### config.mk
export PLATFORM = sky130hd
export DESIGN_NAME = usb_zlp_term
export DESIGN_NICKNAME = d
export VERILOG_FILES = /design/src/rtl/usb_zlp_term.sv
export SDC_FILE = /design/constraint.sdc
export NUM_CORES = 1
export LEC_CHECK = 0
export ABC_AREA = 1
export CORE_AREA = 2 2 74 94
export CTS_CLUSTER_DIAMETER = 150
export DETAILED_ROUTE_END_ITERATION = 8
export DIE_AREA = 0 0 76 96
export PLACE_DENSITY_LB_ADDON = 0.05
export SLEW_MARGIN = 20
export SYNTH_ARGS = -nofsm -noshare
export SYNTH_HDL_FRONTEND = slang
export SYNTH_SLANG_ARGS = --single-unit
### constraint.sdc
create_clock -name clk -period 6.1 [get_ports clk]
set_clock_uncertainty 0.1 [all_clocks]
set_input_delay 0.915 -clock clk [delete_from_list [all_inputs] [get_ports clk]]
set_output_delay 0.915 -clock clk [all_outputs]
set_load 0.005 [all_outputs]
### src/rtl/usb_zlp_term.sv
module usb_zlp_term #(
  parameter int CNT_W = 16,
  parameter int MPS_W = 11
) (
  input  logic             clk,
  input  logic             rst_n,
  input  logic             desc_load,
  input  logic [CNT_W-1:0] desc_bytes,
  input  logic             desc_zlt_off,
  input  logic [MPS_W-1:0] max_pkt,
  input  logic             ep_iso,
  input  logic             dir_tx,
  input  logic             pkt_valid,
  input  logic [MPS_W-1:0] pkt_len,
  output logic             active,
  output logic             zlp_req,
  output logic             zlp_wait,
  output logic             retire,
  output logic             unexp_pkt,
  output logic [CNT_W-1:0] remaining
);

  typedef enum logic [1:0] {S_IDLE, S_DATA, S_TXZ, S_RXW} st_t;

  st_t             st;
  logic [CNT_W-1:0] cnt_q;
  logic             zoff_q;
  logic             ret_q;
  logic             unx_q;

  logic [CNT_W-1:0] len_ext;
  logic [CNT_W-1:0] cnt_next;
  logic             is_short;
  logic             zlt_use;

  assign len_ext  = CNT_W'(pkt_len);
  assign cnt_next = (len_ext >= cnt_q) ? '0 : cnt_q - len_ext;
  assign is_short = pkt_len < max_pkt;
  assign zlt_use  = !zoff_q && !ep_iso;

  always_ff @(posedge clk) begin
    if (!rst_n) begin
      st     <= S_IDLE;
      cnt_q  <= '0;
      zoff_q <= 1'b0;
      ret_q  <= 1'b0;
      unx_q  <= 1'b0;
    end else begin
      ret_q <= 1'b0;
      unx_q <= 1'b0;
      case (st)
        S_IDLE: begin
          if (desc_load) begin
            cnt_q  <= desc_bytes;
            zoff_q <= desc_zlt_off;
            st     <= S_DATA;
          end else if (pkt_valid) begin
            unx_q <= 1'b1;
          end
        end
        S_DATA: begin
          if (pkt_valid) begin
            cnt_q <= cnt_next;
            if (is_short || (cnt_next == '0 && !zlt_use)) begin
              ret_q <= 1'b1;
              st    <= S_IDLE;
            end else if (cnt_next == '0) begin
              st <= dir_tx ? S_TXZ : S_RXW;
            end
          end
        end
        S_TXZ: begin
          if (pkt_valid) begin
            ret_q <= 1'b1;
            st    <= S_IDLE;
          end
        end
        S_RXW: begin
          if (pkt_valid) begin
            if (pkt_len == '0) begin
              ret_q <= 1'b1;
              st    <= S_IDLE;
            end else begin
              unx_q <= 1'b1;
            end
          end
        end
        default: st <= S_IDLE;
      endcase
    end
  end

  assign active    = (st != S_IDLE);
  assign zlp_req   = (st == S_TXZ);
  assign zlp_wait  = (st == S_RXW);
  assign retire    = ret_q;
  assign unexp_pkt = unx_q;
  assign remaining = cnt_q;

endmodule

# Word-level counts from Yosys, hierarchy flattened
# Index checks and enable logic that the tools add are counted.
# op_classes
n_addsub	1
magnitude_cmp	2
eq_ne	9
n_mux	23
reduce_logical	14
# ops
operator	n
two-way mux 16 bit	3
case mux 16 bit (2 select lines)	1
>= comparator 11 x 16 -> 1 bit	1
logical NOT 16 bit	1
subtractor 16 x 11 -> 16 bit	1
two-way mux 2 bit	7
logical NOT 11 bit	1
< comparator 11 bit	1
two-way mux 1 bit	9
!= test 2 bit, second input constant	4
case mux 2 bit (4 select lines)	1
AND reduction 6 bit	1
equality test 2 bit, second input constant	2
nonzero test 2 bit	2
logical NOT 1 bit	3
!= test 3 bit, second input constant	1
case mux 1 bit (3 select lines)	1
AND reduction 3 bit	1
equality test 2 x 1 -> 1 bit, second input constant	1
logical AND 1 bit	2
logical NOT 2 bit	1
!= test 2 x 1 -> 1 bit, second input constant	1
case mux 1 bit (2 select lines)	1
AND reduction 2 bit	1
logical OR 1 bit	1
# totals
regBits	21
word_cells	54

# Longest topological paths before layout
# Gate-level depths: netlist of the first run.
# depth
depth_word	8
ltp_mapped	21
ltp_nobuf	21

# Worst setup path before layout of the first run
# No wires, ideal clock.
# synth_path
kind	input to register
from	in pkt_len[0]
to	reg st[1]
setup_ns	0.112
arrival_time_ns	2.675
t_required_ns	5.888
setup_slack_ns	3.213
path_stages	19
path_buffers	1
path_cell_list	ha_1 -> fa_1 -> inv_1 -> nand3_1 -> nand2_2 -> nand2_1 -> nand2_1 -> nand2_1 -> nand2_2 -> nand2_2 -> buf_6 -> a21oi_4 -> nor2_2 -> nand3_2 -> nand3_2 -> nand2_2 -> nand2_1 -> nand2_1 -> nor2_1
# synth_between
elab_chain_len	8
word_cells_on_any_way	14
classes_between	add/sub: 1; order compare: 2; eq/ne: 2; mux: 4; reduce/logical: 5
# synth_rtl
element	line	text
start: declaration	14	input logic [MPS_W-1:0] pkt_len,
subtractor 16 x 11 -> 16 bit / >= comparator 11 x 16 -> 1 bit (equally long branches)	37	assign cnt_next = (len_ext >= cnt_q) ? '0 : cnt_q - len_ext;
two-way mux 16 bit	37	
logical NOT 16 bit	64, 67	
logical AND 1 bit	64	if (is_short || (cnt_next == '0 && !zlt_use)) begin
logical OR 1 bit	64	
two-way mux 2 bit	64	
two-way mux 2 bit	62	if (pkt_valid) begin
case mux 2 bit (4 select lines)	51	case (st)
end signal: assignment	68	st <= dir_tx ? S_TXZ : S_RXW;
end: declaration	25	st_t st;
# Several ways; a longest one is shown, not always the timed one. The select of a mux whose other input is x is not followed.
# A chain may end at the register's enable or synchronous reset.

# Worst setup path after layout of the first run
# layout_path
from	in pkt_len[0]
to	reg st[0]
# The elaborated chain is that of the path after synthesis.

==> impl_metrics.py, run 1 <==
metrics = {
    "drt": {
        "met1_length_microns": 3574,
        "highest_layer": "met4",
        "drc": 0,
        "wl_met2_microns": 3495,
        "drt_iter0_markers": 143,
        "via_per_inst": 4.900,
        "routed_wl_microns": 7377,
        "num_vias": 2788,
        "ant_nets": 0,
        "routedWlPerCell_microns": 12.96,
        "drt_first_pass_iters": 5,
        "wl_met3_microns": 230,
    },
    "logic_synthesis": {
        "syn_nets": 491,
        "synth.distinct_cells": 37,
        "ys_seq_elements": 21,
        "syn_area_sq_mm": 0.002520,
        "syn_area_per_cell_sq_um": 6.000,
        "syn_inst": 420,
        "ys_warn_count": 0,
        "ys_seq_area_frac": 0.1668,
    },
    "setup_path": {
        "crit_type": "input pin to flip-flop",
        "worstSetupStartpointType": "input pin",
        "rr_endpoint": "st[0]",
        "path_max_fanout": 11,
        "slowest_stage": "clkdlybuf4s50_1",
        "rr_startpoint": "remaining[0]",
        "cp_cell_sequence": "clkdlybuf4s50_1 > ha_1 > fa_1 > inv_1 > nand3_1 > nand2_2 > nand2_1 > nand2_1 > nand2_1 > nand2_2 > nand2_2 > a21oi_1 > nor2_2 > nand4_1 > nand3_1 > nor2_1 > nor2_1 > nor2_1",
        "crit_required_ps": 6210,
        "worstPathArrival_ps": 3520,
        "cpPeakStageDelay_ps": 440,
        "r2r_cells": 18,
        "cp-end-kind": "flip-flop",
        "rrSetupSlack_ps": 3380,
    },
    "place": {
        "numPortBuffers": 65,
        "gp_congestion": 0.9494,
        "dpl.hpwl_microns": 6254,
        "place_ws_ps": 2426,
        "dpl-instance-area_sq_mm": 0.003248,
    },
    "cts": {
        "path_clk_slew_ps": 80,
        "clk_latency_ps": 270,
        "ctsResizeCount": 0,
        "h-tree-depth": 1,
        "cts_root_buf": "clkbuf_8",
        "cts_buffer_depth": 2,
        "cts_buffers": 3,
        "cts_hold_buf": 0,
        "cts_tree": "yes",
        "numClockSinks": 21,
        "cts_setup_buffers": 0,
    },
    "die": {
        "floorplan.initialDensity": 0.3937,
        "io_pins": 66,
        "core_area_sq_mm": 0.006400,
        "placementRows": 33,
        "dieArea_sq_mm": 0.007296,
        "dieWidth_microns": 76,
        "die_h_microns": 96,
    },
    "layout": {
        "drive_above_1_share": 0.09544,
        "final_nets": 554,
        "area_growth_syn_to_layout_pct": 30.73,
        "final_cell_area_sq_mm": 0.003294,
        "diodes": 0,
        "n_fill_cell": 688,
    },
    "timing": {
        "drv_slew": 0,
        "max_slew_margin": 0.4864,
        "timing.final.crit_share": 0.5583,
        "setup_viol": 0,
        "rsz0062_at_grt": "no",
        "tightestPinTransition_ps": 769.6,
        "period_needed_ps": 3405,
        "setup_tns_ps": 0,
        "worst_slack_ps": 2695,
        "hold_violations": 0,
        "max_freq_mhz": 293.7,
    },
    "global_route": {
        "antenna_found_initial": 0,
        "grt_use_total": 0.2139,
        "overflow": 0,
        "grt_first_pass_wirelength_microns": 12630,
        "grt_max_degree": 35,
        "first_global_vias": 2740,
    },
    "worst_hold_path": {
        "worstHoldPathType": "flip-flop to flip-flop",
        "worstHoldPathCells": 2,
        "holdPathEnd": "zoff_q",
        "hp-start": "zoff_q",
    },
    "outcome": {
        "status": "complete, no violations",
    },
    "flow_run": {
        "cap_violations": 0,
    },
    "power_and_ir_drop": {
        "finalPower_uw": 1511,
        "ir_drop_v": 0.0001744,
        "power_density_mw_per_mm2": 458.5,
        "leakage_uw": 0.001621,
    },
}
## logic make-up after synthesis
logic type / share of synthesized area
simple gates: 0.3937
buf+inv: 0.1360
compound gates: 0.1644
xor+xnor: 0.006953
flops: 0.1668
fa+ha+maj: 0.1321
## area by class of cell
| type | count | area [sq um] | share of cell area |
|---|---|---|---|
| inverters | 81 | 304.0 | 0.09229 |
| clock buffers | 3 | 41.29 | 0.01253 |
| well taps | 87 | 108.9 | 0.03304 |
| repair buffers | 66 | 658.1 | 0.1998 |
| multi-input cells | 310 | 1757 | 0.5332 |
| flip-flops and latches | 21 | 420.4 | 0.1276 |
| clock inverters | 1 | 5.005 | 0.001519 |
## per-layer routing
layer | up-vias | track usage
met5 | - | 0
met4 | 0 | 0.04242
met3 | 7 | 0.02064
met2 | 52 | 0.3847
met1 | 1266 | 0.2820
li1 | 1463 | -
## power breakdown
group	internal (uW)	leakage [uW]	total [uW]	switching [uW]
Clock	45.8	0.0000255	100	54.3
Sequential	188	0.000172	244	55.7
Combinational	455	0.00142	1170	711
## state kept, by name, summed over array words and instances, names as in the netlist
signal and count:
unexp_pkt 1, retire 1, remaining 16, zoff_q 1, st 2
## critical path, delay by kind of cell
family | cells | cell delay (ps)
fa+ha+maj | 2 | 640
buf+inv | 2 | 550
compound gates | 1 | 190
simple gates | 13 | 1230
## cells in the mapped netlist, drive strengths merged
master	n	share of area
clkbuf	4	0.0060
o21ai	17	0.037
nand3	31	0.078
nand4	7	0.017
dfxtp	21	0.17
nor2b	1	0.0025
ha	25	0.12
o211ai	10	0.030
nand3b	1	0.0030
o22ai	1	0.0025
nor3	3	0.0079
nor4	1	0.0025
nor2	35	0.065
xor2	1	0.0035
buf	4	0.0094
a21oi	37	0.082
xnor2	1	0.0035
inv	80	0.12
clkinv	1	0.0015
and3	2	0.0050
fa	1	0.0079
nand2	133	0.21
o2111ai	1	0.0035
a22oi	1	0.0050
a21boi	1	0.0045
## cell usage in the layout, fill, tap and decap left out, types with 3 or more instances in the layout
cell type        count
nand2_1            123
inv_1               72
clkbuf_8             3
nor2_2               7
o211ai_1            10
nand3_2              6
dfxtp_1             21
ha_1                25
o21ai_0             15
nand2_2              8
nand4_1              7
a21oi_1             35
inv_2                8
nand3_1             24
clkdlybuf4s50_1     65
nor2_1              26
## worst max path at each step
| stage | startpoint | endpoint | slack (ps) | cells after the start |
|---|---|---|---|---|
| global route | pkt_len[0] | st[0] | 2390 | 18 |
| floorplan | pkt_len[0] | st[1] | 3210 | 19 |
| detailed placement | pkt_len[0] | st[1] | 2430 | 17 |
| CTS | pkt_len[0] | st[0] | 2700 | 18 |
| finish | pkt_len[0] | st[0] | 2690 | 18 |
| global placement | pkt_len[0] | st[1] | 2450 | 19 |
## through the flow
stage	hold WS, ps	utilization	instances
6_report	375.4	0.5148	569
5_1_grt	421.5	0.5148	569
4_1_cts	378.6	0.5148	569
3_5_place_dp	363.5	0.5075	565
3_3_place_gp	351.4	0.5075	565
2_1_floorplan	339.7	-	420
(Power assumes the default switching activity.)
==> inputs of run 2 (changes only) <==
- clock period: 6.1 -> 2.85 ns (I/O delays scaled with it)
==> impl_metrics.py, run 2 (synthesized netlist as in run 1, its figures left out) <==
metrics = {
    "global_route": {
        "grt_use_total": 0.2142,
        "first_global_vias": 2788,
        "antenna_found_initial": 0,
        "overflow": 0,
        "grt_max_degree": 25,
        "grt_first_pass_wirelength_microns": 12570,
    },
    "drt": {
        "num_vias": 2899,
        "ant_nets": 0,
        "drt_iter0_markers": 87,
        "drc": 0,
        "routed_wl_microns": 7701,
        "via_per_inst": 4.784,
        "drt_first_pass_iters": 4,
        "routedWlPerCell_microns": 12.71,
    },
    "die": {
        "dieArea_sq_mm": 0.007296,
        "core_area_sq_mm": 0.006400,
        "die_h_microns": 96,
        "io_pins": 66,
        "placementRows": 33,
        "dieWidth_microns": 76,
        "floorplan.initialDensity": 0.3937,
    },
    "layout": {
        "drive_above_1_share": 0.2042,
        "multiInputGateArea_sq_mm": 0.001897,
        "final_nets": 591,
        "area_growth_syn_to_layout_pct": 47.52,
        "final_common_cell": "nand2_1",
        "regArea_sq_um": 420.4,
        "diodes": 0,
        "n_fill_cell": 663,
        "finalNonFillerCells": 606,
        "largest_reg_flops": 16,
        "final_cell_mix": "nand2_1, inv_1, clkdlybuf4s50_1",
    },
    "timing": {
        "period_needed_ps": 2702,
        "hold_violations": 0,
        "max_freq_mhz": 370.1,
        "timing.final.crit_share": 0.9481,
        "whs_ps": 377.0,
        "tightestPinTransition_ps": 786.7,
        "drv_slew": 0,
        "setup_viol": 0,
        "max_slew_margin": 0.4750,
    },
    "cts": {
        "cts_root_buf": "clkbuf_8",
        "h-tree-depth": 1,
        "cts_buffer_depth": 2,
        "path_clk_slew_ps": 90,
        "cts_buffers": 3,
        "clk_latency_ps": 280,
        "numClockSinks": 21,
        "cts_tree": "yes",
    },
    "setup_path": {
        "cp-end-kind": "flip-flop",
        "path_max_fanout": 7,
        "rr_startpoint": "remaining[0]",
        "cpPeakStageDelay_ps": 480,
        "slowest_stage": "clkdlybuf4s50_1",
        "worstPathArrival_ps": 2780,
        "crit_top_cell": "nand2_1",
        "crit_type": "input pin to flip-flop",
        "crit_required_ps": 2930,
        "cp_cell_sequence": "clkdlybuf4s50_1 > inv_1 > ha_2 > nand2_1 > inv_2 > nand2_1 > nand2_1 > nand2_1 > nand3_2 > nand2_2 > nand2_4 > nand2_1 > nand2_1 > nor2_2 > nand4_1 > nand3_2 > nor2b_2 > nor2_1",
        "crit_start": "pkt_len[7]",
        "path_delay_family": "simple AND/OR/NAND/NOR gates",
        "worstSetupStartpointType": "input pin",
        "path_buf_inv": 3,
    },
    "power_and_ir_drop": {
        "finalPower_uw": 3815,
        "leakage_uw": 0.001810,
        "power_density_mw_per_mm2": 1026,
        "ir_drop_v": 0.0005102,
    },
    "place": {
        "dpl.hpwl_microns": 6552,
        "dp_cells": 600,
        "gp_congestion": 0.8951,
        "numPortBuffers": 65,
    },
    "worst_hold_path": {
        "worstHoldPathType": "flip-flop to flip-flop",
        "hp-start": "zoff_q",
    },
    "flow_run": {
        "cap_violations": 0,
    },
    "outcome": {
        "status": "complete, no violations",
    },
}
run 2: per-layer routing:
layer | vias up | GRT usage | wire length (microns) | part of all wire
met5 | - | 0 | 0 | 0
met4 | 0 | 0.07121 | 138 | 0.018
met3 | 11 | 0.02064 | 266 | 0.035
met2 | 58 | 0.3921 | 3721 | 0.48
met1 | 1297 | 0.2662 | 3575 | 0.46
li1 | 1533 | - | - | -
run 2: cell type report:
cell class | instances | share of cell area
clock buffer | 3 | 0.01111
clock inverter | 1 | 0.001346
inverter | 81 | 0.08179
multi-input combinational | 310 | 0.5103
sequential | 21 | 0.1131
tap | 87 | 0.02928
timing repair buffer | 103 | 0.2531
run 2: worst reg2reg max path, cell delays in order (launching register included):
cell and delay, ps:
dfxtp_1 380, inv_1 60, ha_2 200, fa_2 360
inv_1 80, nand3_1 80, nand2_2 100, nand2_1 70
nand2_1 70, nand2_1 70, nand3_1 70, nand2_1 70
nand2_2 60, nand2_1 60, nor2_2 120, nand4_1 200
nand3_2 140, nor2b_2 150, nor2_1 50
run 2: path summary, 6_finish.rpt:
path	cells past startpoint	endpoint	slack, ps
worst min-delay path	2	zoff_q	380
worst max-delay path	18	st[1]	150
worst max register to register	18	st[1]	280
worst min register to register	2	zoff_q	380
run 2: stage by stage:
| stage | worst slack, ps | instance area (sq um) | utilization | setup TNS (ps) |
|---|---|---|---|---|
| floorplan | 450.3 | 2520 | - | 0 |
| global route | -10.05 | 3717 | 0.5808 | -14.06 |
| finish | 148.0 | 3717 | 0.5808 | 0 |
| global placement | -198.4 | 3511 | 0.5486 | -956.2 |
| detailed placement | -243.6 | 3511 | 0.5486 | -1230 |
| CTS | 27.05 | 3557 | 0.5558 | 0 |
run 2: what timing repair did:
item | in CTS | in global routing
hold buffers | 0 | 0
setup endpoints to repair | 0 | 7
buffers inserted | 0 | 2
endpoints found under the hold margin | 0 | 0
resized for setup | 0 | 29
run 2: where the power goes:
part | total (uW) | switching, uW | internal, uW
logic | 3060 | 1650 | 1410
registers | 542 | 140 | 403
clock network | 217 | 119 | 98.2
total | 3820 | 1910 | 1910
==> inputs of run 3 (changes only) <==
- CAP_MARGIN: unset -> 20
- SKIP_CTS_REPAIR_TIMING: unset -> 1
==> results of run 3 <==
Same layout as run 2: the final DEF is identical, and so are final timing and power.
